==> src/rtl/wdog_pkg.sv <==
package wdog_pkg;
  localparam int SEL_W   = 4;
  localparam int NUM_SEL = 1 << SEL_W;
  localparam int REG_W   = 32;
  localparam logic [SEL_W-1:0] SEL_RST = 4'hF;

  typedef struct packed {
    logic load;     // reload the counter this clock
    logic useInit;  // reload uses the initial selector
    logic dec;      // count down this clock
    logic setFlag;  // raise the timeout flag
    logic clrFlag;  // clear the timeout flag
  } wdogStrobes_t;
endpackage

==> src/rtl/wdog_ctrl.sv <==
module wdog_ctrl
  import wdog_pkg::*;
#(
  parameter bit HARD_TOP  = 1'b0,
  parameter bit ALWAYS_ON = 1'b0,
  parameter bit DUAL_TOP  = 1'b1
) (
  input  logic             clk,
  input  logic             rstN,
  input  logic             wrEn,
  input  logic [REG_W-1:0] wrData,
  input  logic             enIn,
  input  logic             kick,
  input  logic             cntZero,
  output logic [SEL_W-1:0] topSel,
  output logic [SEL_W-1:0] initSel,
  output logic [REG_W-1:0] rdData,
  output wdogStrobes_t     strobes
);
  localparam bit TOP_WRITABLE  = !HARD_TOP;
  localparam bit INIT_WRITABLE = !HARD_TOP && !ALWAYS_ON;

  logic enEff;
  logic wasEn;
  logic enRise;
  logic unusedHi;

  assign unusedHi = ^wrData[REG_W-1:2*SEL_W];

  always_ff @(posedge clk) begin
    if (!rstN) begin
      topSel <= SEL_RST;
    end else if (wrEn && TOP_WRITABLE) begin
      topSel <= wrData[SEL_W-1:0];
    end
  end

  generate
    if (DUAL_TOP) begin : g_initSel
      always_ff @(posedge clk) begin
        if (!rstN) begin
          initSel <= SEL_RST;
        end else if (wrEn && INIT_WRITABLE) begin
          initSel <= wrData[2*SEL_W-1:SEL_W];
        end
      end
    end else begin : g_noInitSel
      assign initSel = '0;
    end
  endgenerate

  assign rdData = {{(REG_W-2*SEL_W){1'b0}}, initSel, topSel};

  assign enEff = ALWAYS_ON ? 1'b1 : enIn;

  always_ff @(posedge clk) begin
    if (!rstN) wasEn <= 1'b0;
    else       wasEn <= enEff;
  end

  assign enRise = enEff && !wasEn;

  always_comb begin
    strobes.load    = enRise || (enEff && kick);
    strobes.useInit = enRise && DUAL_TOP;
    strobes.dec     = enEff && !strobes.load && !cntZero;
    strobes.setFlag = enEff && !strobes.load && cntZero;
    strobes.clrFlag = enEff && kick;
  end
endmodule

==> src/rtl/wdog_datapath.sv <==
module wdog_datapath
  import wdog_pkg::*;
#(
  parameter int CNT_WIDTH        = 32,
  parameter int PERIOD_BASE_LOG2 = 16
) (
  input  logic                 clk,
  input  logic                 rstN,
  input  wdogStrobes_t         strobes,
  input  logic [SEL_W-1:0]     topSel,
  input  logic [SEL_W-1:0]     initSel,
  output logic [CNT_WIDTH-1:0] count,
  output logic                 timeout,
  output logic                 cntZero
);
  logic [CNT_WIDTH-1:0] loadTable [NUM_SEL];
  logic [SEL_W-1:0]     pickSel;

  // One reload value per selector code, with the exponent clipped to the counter width
  for (genvar g = 0; g < NUM_SEL; g++) begin : g_period
    localparam int RAW_EXP = PERIOD_BASE_LOG2 + g;
    localparam int USE_EXP = (RAW_EXP > CNT_WIDTH) ? CNT_WIDTH : RAW_EXP;
    localparam logic [63:0] FULL = (64'd1 << USE_EXP) - 64'd1;
    assign loadTable[g] = FULL[CNT_WIDTH-1:0];
  end

  assign pickSel = strobes.useInit ? initSel : topSel;
  assign cntZero = (count == '0);

  always_ff @(posedge clk) begin
    if (!rstN) begin
      count <= '0;
    end else if (strobes.load) begin
      count <= loadTable[pickSel];
    end else if (strobes.dec) begin
      count <= count - CNT_WIDTH'(1);
    end
  end

  always_ff @(posedge clk) begin
    if (!rstN) begin
      timeout <= 1'b0;
    end else if (strobes.clrFlag) begin
      timeout <= 1'b0;
    end else if (strobes.setFlag) begin
      timeout <= 1'b1;
    end
  end
endmodule

==> src/rtl/wdog_dualperiod.sv <==
module wdog_dualperiod
  import wdog_pkg::*;
#(
  parameter int CNT_WIDTH        = 32,
  parameter int PERIOD_BASE_LOG2 = 16,
  parameter bit HARD_TOP         = 1'b0,
  parameter bit ALWAYS_ON        = 1'b0,
  parameter bit DUAL_TOP         = 1'b1
) (
  input  logic                 clk,
  input  logic                 rstN,
  input  logic                 wrEn,
  input  logic [31:0]          wrData,
  output logic [31:0]          rdData,
  input  logic                 enIn,
  input  logic                 kick,
  output logic                 timeout,
  output logic [CNT_WIDTH-1:0] count
);
  wdogStrobes_t     strobes;
  logic [SEL_W-1:0] topSel;
  logic [SEL_W-1:0] initSel;
  logic             cntZero;

  wdog_ctrl #(
    .HARD_TOP (HARD_TOP),
    .ALWAYS_ON(ALWAYS_ON),
    .DUAL_TOP (DUAL_TOP)
  ) u_ctrl (
    .clk    (clk),
    .rstN   (rstN),
    .wrEn   (wrEn),
    .wrData (wrData),
    .enIn   (enIn),
    .kick   (kick),
    .cntZero(cntZero),
    .topSel (topSel),
    .initSel(initSel),
    .rdData (rdData),
    .strobes(strobes)
  );

  wdog_datapath #(
    .CNT_WIDTH       (CNT_WIDTH),
    .PERIOD_BASE_LOG2(PERIOD_BASE_LOG2)
  ) u_dp (
    .clk    (clk),
    .rstN   (rstN),
    .strobes(strobes),
    .topSel (topSel),
    .initSel(initSel),
    .count  (count),
    .timeout(timeout),
    .cntZero(cntZero)
  );
endmodule

==> config.mk <==
export PLATFORM = sky130hd
export DESIGN_NAME = wdog_dualperiod
export DESIGN_NICKNAME = d
export VERILOG_FILES = /design/src/rtl/wdog_pkg.sv /design/src/rtl/wdog_ctrl.sv /design/src/rtl/wdog_datapath.sv /design/src/rtl/wdog_dualperiod.sv
export SDC_FILE = /design/constraint.sdc
export NUM_CORES = 1
export LEC_CHECK = 0
export BUFFER_PORTS_ARGS = -buffer_cell sky130_fd_sc_hd__buf_2
export CORE_MARGIN = 4
export CORE_UTILIZATION = 53
export CTS_CLUSTER_DIAMETER = 50
export DETAILED_ROUTE_END_ITERATION = 7
export MAX_ROUTING_LAYER = met4
export PLACE_DENSITY = 0.86
export SETUP_SLACK_MARGIN = 0.15
export SYNTH_ARGS = -nofsm -noshare
export SYNTH_HDL_FRONTEND = slang
export SYNTH_HIERARCHICAL = 1
export SYNTH_SLANG_ARGS = --single-unit
==> constraint.sdc <==
create_clock -name clk -period 6.1 [get_ports clk]
set_input_delay 1.22 -clock clk [delete_from_list [all_inputs] [get_ports clk]]
set_output_delay 1.22 -clock clk [all_outputs]
set_load 0.02 [all_outputs]
**Word level (Yosys, flattened, before mapping)**

Memory sizes are Yosys's and may differ from the RTL's.
Cells that the tools add are included.

- Bits in registers: 42
- ROM bits: 512
- Memories: 1
- Word-level logic and storage cells: 27

Memory list:

| memory | depth | bits a word | rd ports | clocked after Yosys merged registers in | write ports | line | text |
|---|---|---|---|---|---|---|---|
| (name not given) | 16 | 32 | 1 | 0 | 0 | wdog_datapath.sv:34 | `count <= loadTable[pickSel];` |

- Reduce and logical (&&, ||, !) cells: 12
- Muxes and demuxes: 5
- Add/sub/neg operators: 1
- $lt $le $gt $ge: 1
- Bitwise logic cells: 2

Operators by type and width:

| cell | number |
|---|---|
| $mux 32 | 4 |
| $logic_not 32->1 | 1 |
| $sub 32x1->32 const B | 1 |
| $ge 5x5->1 const B | 1 |
| $logic_and 1x1->1 | 5 |
| $not 4->5 | 1 |
| $mux 4 | 1 |
| $logic_not 1->1 | 3 |
| $reduce_bool 2->1 | 1 |
| $reduce_or 2->1 | 1 |
| $logic_or 1x1->1 | 1 |
| $not 1->1 | 1 |

**Longest topological paths before layout**

Gate-level depths: netlist of the first run.

- Depth after elaboration: 8
- Mapped depth: 13
- Depth with buffers taken out: 11

**Modules after synthesis**

The synthesis of the first run kept the hierarchy.

Modules (own cells, without submodules):

| module | area an instance (µm²) | cells an instance | times used |
|---|---|---|---|
| wdog_datapath | 1986.9 | 237 | 1 |
| wdog_ctrl | 609.3 | 68 | 1 |

**Least setup slack after synthesis of the first run**

OpenSTA, ideal clock, no wires.

- Path type: flip-flop to flip-flop
- Start: register u_dp.count[0]
- End: register u_dp.count[29]
- Path buffers: 1
- Data required time: 5.981 ns
- Arrival time: 2.877 ns
- Stages on the path, launching flop included: 13
- Setup slack: 3.104 ns
- Library setup time: 0.119 ns
- Cell sequence: dfxtp_1 inv_1 ha_1 inv_1 nor4_2 buf_2 and4b_1 and4bb_2 or3b_2 nor4_4 nand3_2 o211a_1 o221a_1

RTL lines:

| item | line | text |
|---|---|---|
| start, declared | wdog_datapath.sv:12 | `output logic [CNT_WIDTH-1:0] count,` |
| start signal, assigned | wdog_datapath.sv:34 |  |
| start signal, assigned | wdog_datapath.sv:36 | `count <= count - CNT_WIDTH'(1);` |

==> results of run 1 <==
==> cells in the final DEF, fill, tap and decap left out, drive strengths merged, types with 11 or more instances in the layout <==
master  count
nand3      19
nor4       11
a21oi      15
xor2       11
xnor2      13
nand2      25
nor3       11
a21boi     11
conb       24
buf        55
mux2i      11
nor2       14
dfxtp      42
==> metrics by stage <==
stage          cells  hold slack (ps)  setup WS [ps]   util
2_1_floorplan    328              502           3100      -
6_report         411              506           2610  0.603
5_1_grt          411              526           2490  0.603
4_1_cts          411              502           2670  0.603
3_3_place_gp     403              485           2620  0.579
3_5_place_dp     403              488           2580  0.579
==> sequential cells by signal, summed over array words and instances (netlist names) <==
| signal | count |
|---|---|
| u_ctrl/wasEn | 1 |
| u_dp/timeout | 1 |
| u_ctrl/topSel | 4 |
| u_dp/count | 32 |
| u_ctrl/initSel | 4 |
==> cells by family (layout without fill, tap and decap cells) <==
kind of cell	Yosys count	in the layout	share of synthesized area
and+or+nand+nor	115	115	0.260
AOI/OAI and AO/OA	55	55	0.151
buffers and inverters	55	71	0.131
DFF	42	42	0.324
xor gates and xnor gates	24	24	0.0810
muxes	12	12	0.0467
adders and majority gates	1	1	0.00482
other	1	24	0.00144
==> worst max-delay path, cell delays in order, from the launching register on <==
cell and delay [ps]:
dfxtp_1 410, inv_1 70, ha_1 230, inv_1 80, nor4_2 50, buf_4 190
and4b_1 210, and4bb_2 500, or3b_2 520, nor4_4 440, nand3_2 190, o211a_1 260
o221a_1 200
==> final timing paths <==
| kind | endpoint | slack, ps | start | depth (start not counted) |
|---|---|---|---|---|
| max | u_dp/count[29]$_SDFFE_PN0P_ | 2610 | u_dp/count[0]$_SDFFE_PN0P_ | 12 |
| min | u_dp/timeout$_SDFFE_PP0P_ | 510 | u_dp/timeout$_SDFFE_PP0P_ | 2 |
| max reg2reg | u_dp/count[29]$_SDFFE_PN0P_ | 2610 | u_dp/count[0]$_SDFFE_PN0P_ | 12 |
| min reg2reg | u_dp/timeout$_SDFFE_PP0P_ | 510 | u_dp/timeout$_SDFFE_PP0P_ | 2 |
==> power breakdown <==
part | leakage (nW) | switching, mW | internal [mW]
clock network | 0.0514 | 0.101 | 0.122
registers | 0.349 | 0.0286 | 0.295
logic | 0.815 | 0.102 | 0.0547
total | 1.22 | 0.231 | 0.472
==> cell type report <==
class | instances | area (um^2)
fillers | 420 | 1880
inverters | 8 | 30.0
clock inverters | 2 | 37.5
flip-flops and latches | 42 | 841
well taps | 67 | 83.8
multi-input cells | 231 | 1500
repair buffers | 55 | 280
clock buffers | 6 | 72.6
==> layer usage <==
layer	up-vias	GRT usage	wire (um)
li1	1110	-	-
met1	1106	0.263	2670
met2	108	0.318	2930
met3	13	0.0418	467
met4	0	0.0997	144
met5	-	-	0
==> synthesized netlist by cell type, types with 3 or more instances <==
cell       n  area (um^2)
xor2_1    11         96.3
a21boi_0   7         52.6
or3_1      4         25.0
inv_1      8         30.0
nand4_1    5         31.3
buf_4     33          248
nor2_1    14         52.6
mux2i_1   11          110
clkbuf_1   9         33.8
a21oi_1   15         75.1
a31oi_1    3         18.8
and3_1     3         18.8
dfxtp_1   42          841
xnor2_1   13          114
o211a_1    4         40.0
nand3_1   18         90.1
nor3b_1    3         22.5
nor4_2     3         37.5
nand2_1   25         93.8
nor3_1    11         55.1
nor4_1     6         37.5
a21boi_1   4         30.0
o21ai_0    7         35.0
nor2b_1    3         18.8
==> results.json, run 1 <==
{
  "hpwl_mm": 4.34,
  "wl_per_cell_um": 15.1,
  "layout_min_cycle_time_ps": 3490,
  "worstSetupPathType": "flip-flop to flip-flop",
  "min_period_over_period": 0.571,
  "yosys_most_used_dff": "dfxtp_1",
  "slew_viol_final": 0,
  "tightest_slew_ps": 1060,
  "setup_tns_ps": 0,
  "tritoncts": "built",
  "design.die.area_mm2": 0.00608,
  "ir_drop_uv": 148,
  "cp-end-kind": "flip-flop",
  "grt_setup_unrepaired": "false",
  "fin_area_mm2": 0.00285,
  "antenna_found_initial": 0,
  "start_kind": "flip-flop",
  "hold_viol": 0,
  "skew_ps": 12.3,
  "drt_iter0_drc": 229,
  "grt_overflow": 0,
  "synth_edf_count": 0,
  "clk_pin_slew_ps": 90,
  "finalSetupViolCount": 0,
  "syn_to_final_growth_pct": 9.64,
  "outcome": "completed",
  "diodes": 0,
  "ys_ff_latch": 42,
  "async_flop_share": 0,
  "ys_seq_area_frac": 0.324,
  "cts_buffers": 5,
  "cts_buffer_depth": 2,
  "gp_congestion": 0.855,
  "netlist_area_mm2": 0.00260,
  "fmax_mhz": 287,
  "via_per_inst": 5.69,
  "leakage_nw": 1.22,
  "postRouteAntennaNets": 0,
  "wl_mm": 6.21,
  "synth_cell_types": 57,
  "crit_fanout": 12,
  "layout.nets": 381,
  "hp-class": "flip-flop to flip-flop",
  "cts_setup_buffers": 0,
  "drive_above_1_share": 0.227,
  "syn_area_per_cell_um2": 8.51,
  "cts-hold-fix-buffers": 0,
  "cts_sinks": 42,
  "drv_cap": 0,
  "htreeDepth": 2,
  "clk_latency_ps": 310,
  "grt_pass1_vias": 2054,
  "drc": 0,
  "clock_tree.root_cell": "clkbuf_8",
  "ys_warn_count": 6,
  "grt_max_degree": 42,
  "worstPathArrival_ps": 3680,
  "fin_total_pwr_mw": 0.703,
  "ios": 102,
  "portBuffers": 53,
  "dr.pass1.iters": 7,
  "core_mm2": 0.00472,
  "die_y_um": 78.0,
  "post_cts_resized": 0,
  "place_area_mm2": 0.00274,
  "initial_utilization": 0.550,
  "rows": 25,
  "netlist_instances": 305,
  "critPathRequiredTime_ps": 6300,
  "die_w_um": 78.0,
  "grt_first_pass_wirelength_mm": 9.80,
  "power_density_mw_per_mm2": 247,
  "grt_use_total": 0.208,
  "slew_headroom": 0.291,
  "vias": 2337
}
Note: power is estimated with default switching activity, not from simulation.
==> run 2: changes to the inputs <==
CORE_UTILIZATION = 44   (was 53)
PLACE_DENSITY = 0.76   (was 0.86)
clock period = 2.9 ns   (was 6.1 ns; I/O delays follow)
==> run 2 against run 1 <==
Net effect:
- global-route usage down 1.2 points
- critical path type unchanged
- register-to-register slack worse by 2400 ps
- clock skew down 1.5 ps
- critical endpoint is now u_dp/count[25]$_SDFFE_PN0P_
- worst setup slack worse by 2400 ps
- sequential power up 100%
==> results.json, run 2 (synthesized netlist as in run 1, its figures left out) <==
{
  "cp-end-kind": "flip-flop",
  "dp_slack_ps": 34.9,
  "pwr-share-comb": 0.284,
  "leakage_nw": 1.46,
  "dr.pass1.iters": 4,
  "layout_min_cycle_time_ps": 2690,
  "r2r-end": "u_dp/count[25]$_SDFFE_PN0P_",
  "setup_ws_ps": 208,
  "final_cells": 462,
  "initial_utilization": 0.463,
  "start_kind": "flip-flop",
  "cts-hold-fix-buffers": 0,
  "hold_viol": 0,
  "r2r-start": "u_dp/count[22]$_SDFFE_PN0P_",
  "top_regs": "u_dp/count (32), u_ctrl/initSel (4), u_ctrl/topSel (4)",
  "drive_above_1_share": 0.385,
  "wl_mm": 7.03,
  "clock_power_share": 0.296,
  "design.die.area_mm2": 0.00719,
  "crit_fanout": 3,
  "gp_congestion": 0.865,
  "die_y_um": 84.8,
  "hpwl_mm": 5.12,
  "grt_setup_unrepaired": "true",
  "clock_tree.root_cell": "clkbuf_8",
  "switching_share": 0.322,
  "largest_register_ffs": 32,
  "dp.cells": 450,
  "wl_per_cell_um": 15.2,
  "ir_drop_uv": 299,
  "die_w_um": 84.8,
  "layout.nets": 427,
  "grt_first_pass_wirelength_mm": 11.2,
  "syn_to_final_growth_pct": 26.2,
  "cts_buffers": 5,
  "drt_iter0_drc": 180,
  "slew_headroom": 0.640,
  "final_cell_mix": "buf_2 (53), buf_4 (48), dfxtp_1 (27)",
  "skew_ps": 10.9,
  "grt_use_total": 0.196,
  "intPower_mw": 1.06,
  "reg2reg_depth": 11,
  "critPathRequiredTime_ps": 3090,
  "finalSetupViolCount": 0,
  "via_per_inst": 5.44,
  "drc": 0,
  "grt_overflow": 0,
  "p_sw_mw": 0.503,
  "grt_max_degree": 31,
  "antenna_found_initial": 0,
  "grt_pass1_vias": 2322,
  "clk_pin_slew_ps": 80,
  "outcome": "completed",
  "setup_tns_ps": 0,
  "core_mm2": 0.00561,
  "drv_cap": 0,
  "rows": 27,
  "postRouteAntennaNets": 0,
  "hp-class": "input pin to flip-flop",
  "nFillCells": 512,
  "ios": 102,
  "cts_sinks": 42,
  "diodes": 0,
  "slew_viol_final": 0,
  "r2r_setup_slack_ps": 210,
  "power_density_mw_per_mm2": 478,
  "worstPathArrival_ps": 2890,
  "holdWs_ps": 494,
  "tightest_slew_ps": 535,
  "fmax_mhz": 371,
  "vias": 2512,
  "portBuffers": 53,
  "largest_register": "u_dp/count",
  "htreeDepth": 2,
  "startpoint": "u_dp/count[22]$_SDFFE_PN0P_",
  "worstSetupPathType": "flip-flop to flip-flop",
  "min_period_over_period": 0.928,
  "endpoint": "u_dp/count[25]$_SDFFE_PN0P_",
  "cts_buffer_depth": 2,
  "mostFrequentLayoutCell": "buf_2",
  "seq_power_share": 0.420,
  "tritoncts": "built",
  "clk_latency_ps": 300,
  "utilization": 0.584
}
==> run 2: cell count changes in the layout (fill, tap and decap cells not counted), moves of 2 or more <==
cell,before,now
buf_4,2,48
dfxtp_1,42,27
dfxtp_2,0,13
dfxtp_4,0,2
inv_1,8,4
inv_2,0,3
or3_1,4,1
or3_4,0,3
==> run 2: layout make-up <==
class	instances	area [um^2]	share of cell area
clock buffer	6	72.6	0.0222
clock inverter	2	37.5	0.0115
inverter	8	32.5	0.00993
multi-input combinational	231	1550	0.474
sequential	42	865	0.264
tap	72	90.1	0.0275
timing repair buffer	101	626	0.191
==> run 2: power by group through the flow <==
stage	Sequential, mW	Clock, mW	Combinational, mW
CTS	0.656	0.479	0.432
floorplan	0.733	0	0.235
detailed placement	0.669	0	0.429
global route	0.664	0.510	0.478
finish	0.657	0.463	0.444
global placement	0.666	0	0.421
==> run 2: critical path, cell delays in order (launching register included) <==
cell and delay, ps:
dfxtp_2 330, or3_4 390, or3_4 400, nor4_2 130, and4b_1 220, and4bb_2 270
or3b_4 250, nor4_4 50, buf_4 140, nand4b_1 130, xnor2_1 90, o211a_1 200
==> run 2: metal layers <==
| metal | up-vias | track usage | wire [um] |
|---|---|---|---|
| met4 | 0 | 0.0576 | 108 |
| met5 | - | - | 0 |
| met3 | 13 | 0.0388 | 441 |
| li1 | 1207 | - | - |
| met1 | 1194 | 0.246 | 3080 |
| met2 | 98 | 0.319 | 3400 |
==> run 2: timing repair <==
item / CTS / global route
resized for setup: 0 / 6
pin swaps: 1 / 1
endpoints found under the setup margin: 5 / 10
setup buffers: 2 / 2
==> run 2: worst min path at each step <==
| stage | startpoint | end | slack [ps] | depth (start not counted) |
|---|---|---|---|---|
| 2_1_floorplan | u_ctrl/initSel[0]$_SDFFE_PN1P_ | u_ctrl/initSel[0]$_SDFFE_PN1P_ | 500 | 2 |
| 3_3_place_gp | u_dp/timeout$_SDFFE_PP0P_ | u_dp/timeout$_SDFFE_PP0P_ | 490 | 2 |
| 3_5_place_dp | u_dp/timeout$_SDFFE_PP0P_ | u_dp/timeout$_SDFFE_PP0P_ | 490 | 2 |
| 4_1_cts | wrData[0] | u_ctrl/topSel[0]$_SDFFE_PN1P_ | 480 | 3 |
| 5_1_grt | wrData[4] | u_ctrl/initSel[0]$_SDFFE_PN1P_ | 470 | 3 |
| 6_report | wrData[1] | u_ctrl/topSel[1]$_SDFFE_PN1P_ | 490 | 3 |
==> run 2: stage by stage <==
stage	instance area, um^2	total power, mW
2_1_floorplan	2740	0.968
3_3_place_gp	3110	1.09
3_5_place_dp	3110	1.10
4_1_cts	3230	1.57
5_1_grt	3280	1.65
6_report	3280	1.56
